$ cat config.mk
export PLATFORM = sky130hd
export DESIGN_NAME = serial_rx_top
export DESIGN_NICKNAME = d
export VERILOG_FILES = /design/src/rtl/srx_pkg.sv /design/src/rtl/srx_sync.sv /design/src/rtl/srx_framer.sv /design/src/rtl/srx_holdbuf.sv /design/src/rtl/serial_rx_top.sv
export SDC_FILE = /design/constraint.sdc
export NUM_CORES = 1
export LEC_CHECK = 0
export ABC_AREA = 0
export BUFFER_PORTS_ARGS = -buffer_cell sky130_fd_sc_hd__buf_2
export CORE_MARGIN = 1.5
export CORE_UTILIZATION = 28
export CTS_BUF_LIST = sky130_fd_sc_hd__clkbuf_4 sky130_fd_sc_hd__clkbuf_8 sky130_fd_sc_hd__clkbuf_16
export DETAILED_ROUTE_END_ITERATION = 7
export SLEW_MARGIN = 10
export SYNTH_ARGS = -nofsm -noshare
export SYNTH_HDL_FRONTEND = slang
export SYNTH_HIERARCHICAL = 1
export SYNTH_SLANG_ARGS = --single-unit
export TNS_END_PERCENT = 100
$ cat constraint.sdc
create_clock -name clk -period 5.8 [get_ports clk]
set_clock_uncertainty 0.15 [all_clocks]
set_input_delay 0.87 -clock clk [delete_from_list [all_inputs] [get_ports clk]]
set_output_delay 0.87 -clock clk [all_outputs]
set_load 0.01 [all_outputs]
$ cat src/rtl/srx_pkg.sv
package srx_pkg;
  localparam int SRX_DW       = 8;
  localparam int SRX_MIN_BITS = 5;

  typedef enum logic [2:0] {
    ST_IDLE,
    ST_START,
    ST_DATA,
    ST_PAR,
    ST_STOP
  } srx_state_e;

  typedef struct packed {
    logic [SRX_DW-1:0] data;
    logic              ferr;
    logic              perr;
  } srx_char_t;
endpackage

$ cat src/rtl/srx_sync.sv
module srx_sync #(
  parameter int STAGES = 2
) (
  input  logic clk,
  input  logic rst_n,
  input  logic d,
  output logic q
);
  logic [STAGES-1:0] ff;

  always_ff @(posedge clk) begin
    if (!rst_n) ff <= '1;
    else        ff <= {ff[STAGES-2:0], d};
  end

  assign q = ff[STAGES-1];
endmodule

$ cat src/rtl/srx_framer.sv
module srx_framer
  import srx_pkg::*;
#(
  parameter int OSR = 16
) (
  input  logic       clk,
  input  logic       rst_n,
  input  logic       tick,
  input  logic       rx_s,
  input  logic [1:0] width_sel,
  input  logic       par_en,
  input  logic       par_odd,
  output logic       push,
  output srx_char_t  push_char
);
  localparam int SW = $clog2(OSR);
  localparam int CW = $clog2(SRX_DW);
  localparam logic [SW-1:0] P_MID  = SW'(OSR / 2);
  localparam logic [SW-1:0] P_LO   = SW'(OSR / 2 - 1);
  localparam logic [SW-1:0] P_HI   = SW'(OSR / 2 + 1);
  localparam logic [SW-1:0] P_LAST = SW'(OSR - 1);

  srx_state_e        state;
  logic [SW-1:0]     sub, idx;
  logic [1:0]        votes;
  logic              bitv;
  logic [SRX_DW-1:0] shreg;
  logic [CW-1:0]     cnt, nlast, align;
  logic              par_acc, par_bad;

  // Sample index of the strobe being taken now; wraps at OSR.
  assign idx   = sub + 1'b1;
  // Majority of points 7, 8 and 9: two stored votes plus the live sample.
  assign bitv  = (votes[1] & votes[0]) | (votes[1] & rx_s) | (votes[0] & rx_s);
  assign nlast = CW'(width_sel) + CW'(SRX_MIN_BITS - 1);
  assign align = CW'(SRX_DW - 1) - nlast;

  always_ff @(posedge clk) begin
    if (!rst_n) begin
      state     <= ST_IDLE;
      sub       <= '0;
      votes     <= '0;
      shreg     <= '0;
      cnt       <= '0;
      par_acc   <= 1'b0;
      par_bad   <= 1'b0;
      push      <= 1'b0;
      push_char <= '0;
    end else begin
      push <= 1'b0;
      if (tick) begin
        if (state == ST_IDLE) begin
          if (!rx_s) begin
            state <= ST_START;
            sub   <= '0;
          end
        end else begin
          sub <= idx;
          if (idx == P_LO || idx == P_MID) votes <= {votes[0], rx_s};
          case (state)
            ST_START: begin
              if (idx == P_MID && rx_s) begin
                state <= ST_IDLE;
              end else if (idx == P_LAST) begin
                state   <= ST_DATA;
                cnt     <= '0;
                par_acc <= 1'b0;
                par_bad <= 1'b0;
              end
            end
            ST_DATA: begin
              if (idx == P_HI) begin
                shreg   <= {bitv, shreg[SRX_DW-1:1]};
                par_acc <= par_acc ^ bitv;
              end
              if (idx == P_LAST) begin
                cnt <= cnt + 1'b1;
                if (cnt == nlast) state <= par_en ? ST_PAR : ST_STOP;
              end
            end
            ST_PAR: begin
              if (idx == P_HI)   par_bad <= bitv ^ par_acc ^ par_odd;
              if (idx == P_LAST) state <= ST_STOP;
            end
            ST_STOP: begin
              if (idx == P_HI) begin
                push           <= 1'b1;
                push_char.data <= shreg >> align;
                push_char.ferr <= ~bitv;
                push_char.perr <= par_en & par_bad;
                state          <= ST_IDLE;
              end
            end
            default: state <= ST_IDLE;
          endcase
        end
      end
    end
  end

  // a line found high at the mid point of the start bit drops the frame
  p_start_reject_r2: assert property (@(posedge clk) disable iff (!rst_n)
    (tick && state == ST_START && idx == P_MID && rx_s) |=> (state == ST_IDLE));

  // each character is announced for exactly one cycle
  p_push_pulse_r6: assert property (@(posedge clk) disable iff (!rst_n)
    push |=> !push);

  // a character only ever leaves from the stop-bit phase
  p_push_after_stop_r6: assert property (@(posedge clk) disable iff (!rst_n)
    push |-> ($past(state) == ST_STOP));
endmodule

$ cat src/rtl/srx_holdbuf.sv
module srx_holdbuf
  import srx_pkg::*;
(
  input  logic              clk,
  input  logic              rst_n,
  input  logic              push,
  input  srx_char_t         push_char,
  input  logic              out_ready,
  output logic              out_valid,
  output logic [SRX_DW-1:0] out_data,
  output logic              out_ferr,
  output logic              out_perr,
  output logic              out_ovr
);
  srx_char_t held;
  logic      pop;

  assign pop = out_valid & out_ready;

  always_ff @(posedge clk) begin
    if (!rst_n) begin
      held      <= '0;
      out_valid <= 1'b0;
      out_ovr   <= 1'b0;
    end else if (push) begin
      if (!out_valid || pop) begin
        held      <= push_char;
        out_valid <= 1'b1;
        out_ovr   <= 1'b0;
      end else begin
        out_ovr <= 1'b1;
      end
    end else if (pop) begin
      out_valid <= 1'b0;
      out_ovr   <= 1'b0;
    end
  end

  assign out_data = held.data;
  assign out_ferr = held.ferr;
  assign out_perr = held.perr;

  // back-pressure freezes the buffered character
  p_hold_stable_r7: assert property (@(posedge clk) disable iff (!rst_n)
    (out_valid && !out_ready) |=> (out_valid && $stable(out_data) &&
                                   $stable(out_ferr) && $stable(out_perr)));

  // a transfer with nothing arriving empties the buffer
  p_pop_drains_r7: assert property (@(posedge clk) disable iff (!rst_n)
    (pop && !push) |=> !out_valid);

  // overrun can only appear while a character is being held
  p_ovr_needs_full_r8: assert property (@(posedge clk) disable iff (!rst_n)
    $rose(out_ovr) |-> $past(out_valid));
endmodule

$ cat src/rtl/serial_rx_top.sv
module serial_rx_top
  import srx_pkg::*;
#(
  parameter int OVERSAMPLE  = 16,
  parameter int SYNC_STAGES = 2
) (
  input  logic              clk,
  input  logic              rst_n,
  input  logic              os_tick,
  input  logic              rx_in,
  input  logic [1:0]        width_sel,
  input  logic              parity_en,
  input  logic              parity_odd,
  input  logic              rx_ready,
  output logic              rx_valid,
  output logic [SRX_DW-1:0] rx_data,
  output logic              rx_frame_err,
  output logic              rx_parity_err,
  output logic              rx_overrun
);
  logic      rx_s;
  logic      push;
  srx_char_t push_char;

  srx_sync #(.STAGES(SYNC_STAGES)) u_sync (
    .clk   (clk),
    .rst_n (rst_n),
    .d     (rx_in),
    .q     (rx_s)
  );

  srx_framer #(.OSR(OVERSAMPLE)) u_framer (
    .clk       (clk),
    .rst_n     (rst_n),
    .tick      (os_tick),
    .rx_s      (rx_s),
    .width_sel (width_sel),
    .par_en    (parity_en),
    .par_odd   (parity_odd),
    .push      (push),
    .push_char (push_char)
  );

  srx_holdbuf u_buf (
    .clk       (clk),
    .rst_n     (rst_n),
    .push      (push),
    .push_char (push_char),
    .out_ready (rx_ready),
    .out_valid (rx_valid),
    .out_data  (rx_data),
    .out_ferr  (rx_frame_err),
    .out_perr  (rx_parity_err),
    .out_ovr   (rx_overrun)
  );
endmodule

## Word-level counts from Yosys, hierarchy flattened

Cells that the tools add are included.

| word-level totals | value |
|---|---|
| register bits after elaboration | 47 |
| latch bits | 0 |
| bits in writable memories | 0 |
| bits in read-only memories | 0 |
| input bits | 9 |
| output and inout bits | 12 |
| logic and storage cells | 104 |
| memories kept | 0 |

| operators by class | value |
|---|---|
| add/subtract/negate cells | 4 |
| $mul | 0 |
| divide/modulo/power cells | 0 |
| magnitude comparators | 0 |
| eq/ne operators | 21 |
| shifts and indexed selects | 1 |
| mux-type cells | 28 |
| bitwise logic cells | 14 |
| reductions and logical operators | 19 |

Operator list:

| kind | count |
|---|---|
| 2-to-1 mux 3 bit | 12 |
| AND reduction 6 bit | 3 |
| equality test 4 bit (second input constant) | 3 |
| inequality test 3 x 1 -> 1 bit (second input constant) | 4 |
| one-hot mux 3 bit (4 select lines) | 1 |
| 2-to-1 mux 1 bit | 10 |
| inequality test 2 x 1 -> 1 bit (second input constant) | 5 |
| 2-to-1 mux 4 bit | 2 |
| AND reduction 4 bit | 2 |
| right shift 8 x 3 -> 8 bit | 1 |
| AND reduction 7 bit | 1 |
| equality test 3 x 2 -> 1 bit (second input constant) | 2 |
| one-hot mux 3 bit (2 select lines) | 1 |
| AND reduction 2 bit | 3 |
| nonzero test 2 bit | 3 |
| bitwise AND 1 bit | 5 |
| inverter 1 bit | 5 |
| adder 4 x 1 -> 4 bit (second input constant) | 1 |
| equality test 4 x 3 -> 1 bit (second input constant) | 1 |
| inequality test 2 bit (second input constant) | 2 |
| inequality test 4 x 1 -> 1 bit (second input constant) | 1 |
| one-hot mux 1 bit (2 select lines) | 2 |
| OR reduction 4 bit | 1 |
| adder 2 x 3 -> 3 bit (second input constant) | 1 |
| other kinds (12) | 15 |

## Logic depth before layout (Yosys ltp)

| logic depth | value |
|---|---|
| word-level depth | 7 |
| mapped depth | 8 |
| depth with buffers taken out | 7 |

## By module

Netlist, hierarchy kept.

Modules (own cells, without submodules):

| module | instances | cells an instance | area each (um2) | sequential area each (um2) |
|---|---|---|---|---|
| srx_framer | 1 | 221 | 1,915.6 | 660.6 |
| srx_holdbuf | 1 | 52 | 488.0 | 240.2 |
| srx_sync | 1 | 4 | 52.6 | 40.0 |

## Least setup slack after synthesis

Ideal clock, no wire load.

| timing | value |
|---|---|
| path kind | input-to-reg |
| from | in os_tick |
| to | reg u_framer.cnt[2] |
| setup time | 0.070 ns |
| data arrival time | 2.075 ns |
| required time | 5.580 ns |
| slack | 3.505 ns |
| cell stages on the path | 6 |
| buffers on the path | 1 |
| path through | clkbuf_1 -> nor2b_1 -> nand2_1 -> a21o_1 -> or4_1 -> a21oi_1 |

| between the ends | value |
|---|---|
| cells in the longest elaborated chain, start to end | 1 |

RTL lines:

| item | line | text |
|---|---|---|
| start, declared | serial_rx_top.sv:9 | `input logic os_tick,` |
| AND reduction 6 bit (no source line) | -- |  |
| end signal, assigned | srx_framer.sv:77 | `cnt <= cnt + 1'b1;` |
| end, declared | srx_framer.sv:28 | `logic [CW-1:0] cnt, nlast, align;` |

Every way passes these cells.
A chain may end at the register's enable or synchronous reset.

## Worst setup path after layout

| timing | value |
|---|---|
| from | reg u_framer.sub[0] |
| to | reg u_framer/push_char[9] (netlist name) |

| between the ends | value |
|---|---|
| cells in the longest elaborated chain, start to end | 3 |

RTL lines:

| item | line | text |
|---|---|---|
| start, declared | srx_framer.sv:24 | `logic [SW-1:0] sub, idx;` |
| start signal, assigned | srx_framer.sv:58 | `sub <= idx;` |
| adder 4 x 1 -> 4 bit | srx_framer.sv:32 | `assign idx = sub + 1'b1;` |
| equality test 4 bit | srx_framer.sv:86 | `if (idx == P_HI) begin` |
| AND reduction 4 bit (no source line) | -- |  |

Every way passes these cells.

==> out/metrics.yaml <==
flow_run:
  max-cap-violations: 0
detailed_routing:
  wl_per_cell_um: 12.9
  drtPass1Iterations: 4
  avgViaCountPerCell: 4.87
  vias: 1919
  wl_um: 5070
  drt_first_iter_violations: 107
  drc: 0
  ant_nets: 0
sta:
  fmax_mhz: 387
  setup_violations: 0
  max_slew_margin_pct: 48.4
  timing.final.crit_share_pct: 44.5
  timing_hold_violations_final: 0
  rsz0062_at_grt: "false"
  worst_slew_pin_slew_ps: 774
  fin_crit_ps: 2580
  finalMaxSlewViolations: 0
  tns_ps: 0
  worst_slack_ps: 3220
global_route:
  grt_max_degree: 40
  grt_overflow: 0
  antenna_found_initial: 0
  grtUsageMet1_pct: 15.9
  use_met2_pct: 16.8
  grt_pass1_wl_um: 8760
  met3_usage_pct: 2.24
  grt.busiest_layer: "met2"
  first_global_vias: 1817
  grt_usage_pct: 11.3
placed_design:
  detailedPlace.worstSlack_ps: 3200
  io_buffers: 20
  gp_congestion: 0.823
  dp_hpwl_um: 3620
layout:
  multi_input_area_um2: 1420
  drive_gt1_share_pct: 13.8
  seqCellArea_um2: 941
  area_growth_pct: 10.7
  layout_common_cells: "dfxtp_1, nand2_1, mux2i_1"
  num-fill-cells: 903
  final_common_cell: "dfxtp_1"
  insertedDiodeCount: 0
  nNetsFinal: 303
clock_network:
  htree_levels: 2
  cts_tree: "built"
  cts_setup_buffers: 0
  clkSinkCount: 47
  hold_buffers: 0
  cts_buffers: 5
  clk-insertion-delay-late_ps: 290
  clockBufferDepth: 2
  post_cts_resize_count: 0
  root_buffer: "clkbuf_8"
  cts.clk_slew.worst_paths_ps: 80
yosys:
  syn_nets: 291
  yosysUniqueCellTypes: 54
  synth_seq_cells: 47
  synthFlopType: "dfxtp_1"
  yosysWarnings: 6
  synth-edff-count: 0
  synth-async-reset-ratio_pct: 0
  synth.avg_cell_area_um2: 8.87
  ys_seq_area_share_pct: 38.3
  synthCells: 277
  synth_area_um2: 2460
floorplan:
  die-area_um2: 9340
  row_count: 33
  coreArea_um2: 8340
  start_util_pct: 29.4
  die_x_um: 96.7
  ios: 21
  dieHeight_um: 96.7
run_status:
  outcome: "finished clean"
critical_path:
  cp.arrival_ps: 2650
  worst_path_max_delay_cell: "or3_1"
  required_ps: 5870
  end_kind: "flop"
  criticalPathCategory: "reg2reg"
  critPathMaxStageDelay_ps: 500
  ff2ff_setup_slack_ps: 3220
  cp_max_fo: 15
  crit_chain: "ha_1 > nand3_1 > a21oi_2 > o2111ai_2 > or3_1 > a21oi_1"
  critPathLaunchType: "flop"
power_and_ir_drop:
  ir_worst_vdd_v: 0.0000812
  leakage_nw: 1.08
  powerDensity_nw_per_um2: 243
min_path:
  min-delay-path-class: "reg2reg"
[routing by layer]
metal	vias to the layer above	wire [um]	share of wire [%]
li1	977	-	-
met1	913	2600	51
met2	24	2260	45
met3	5	130	2.6
met4	0	78	1.5
met5	-	0	0
[synthesized netlist by cell type, types with 2 or more instances]
cell       n  share of area (%)
nand2b_1   7                1.8
xnor2_1    4                1.4
mux2i_1   38                 15
ha_1       5                2.5
inv_1      7                1.1
dfxtp_1   47                 38
a21oi_1   12                2.4
a21o_1     3               0.92
o21ai_0   10                2.0
o31a_1     3                1.1
clkbuf_1   6               0.92
buf_2      8                1.6
nand3_1    5                1.0
nor2b_1    2               0.51
nand2_1   44                6.7
o21a_1     3               0.92
nor2_1    30                4.6
and3_1     2               0.51
mux2_2     2               0.92
nand3b_1   5                1.5
[state kept, by name, summed over array words and instances (netlist names), 2 cells and up]
name / count
u_framer/cnt: 3
u_framer/votes: 2
u_framer/sub: 4
u_buf/out_data: 8
u_framer/state: 3
u_framer/push_char: 10
u_sync/ff: 2
u_framer/shreg: 8
[cell families (layout without fill, tap and decap cells)]
group | Yosys count | count (layout) | synth area share [%]
AO/OA/AOI/OAI | 47 | 47 | 14.7
buffers and inverters | 22 | 34 | 4.08
flip-flops | 47 | 47 | 38.3
multiplexers | 41 | 41 | 16.9
XOR/XNOR | 5 | 5 | 1.78
adder cells (fa/ha/maj) | 6 | 6 | 2.95
AND/OR/NAND/NOR | 109 | 109 | 21.3
[final timing paths]
path,startpoint,depth (start not counted),endpoint
max,u_framer/sub[0]$_SDFFE_PN0P_,6,u_framer/push_char[9]$_SDFFE_PN0P_
min,u_sync/ff[0]$_SDFF_PN1_,1,u_sync/ff[1]$_SDFF_PN1_
max reg2reg,u_framer/sub[0]$_SDFFE_PN0P_,6,u_framer/push_char[9]$_SDFFE_PN0P_
min reg2reg,u_sync/ff[0]$_SDFF_PN1_,1,u_sync/ff[1]$_SDFF_PN1_
[metrics by stage]
stage               power [mW]  area, um2  std cells  hold WS [ps]  utilization [%]
floorplan                0.414       2460        277           236                -
global placement         0.432       2610        387           241             31.3
detailed placement       0.433       2610        387           254             31.3
CTS                      0.670       2720        394           275             32.6
global route             0.695       2720        394           302             32.6
finish                   0.662       2720        394           277             32.6
[critical path: cells and delay by family, from the launching register on]
kind | cells | cell delay [ps]
adders and majority gates | 1 | 410
and+or+nand+nor | 2 | 640
AOI/OAI and AO/OA | 3 | 820
DFF | 1 | 470
[final cells by class]
type	count	share of cell area [%]
clock buffers	6	2.81
clock inverters	1	1.10
inverters	7	0.966
multi-input cells	208	52.0
flip-flops and latches	47	34.6
well taps	105	4.83
repair buffers	20	3.68
[power by group]
part / switching, mW / internal (mW) / total [mW]
logic: 0.0465 / 0.0342 / 0.0808
registers: 0.0170 / 0.328 / 0.345
clock network: 0.105 / 0.131 / 0.236
total: 0.169 / 0.494 / 0.662
No activity file was read; power rests on OpenSTA's default activity.
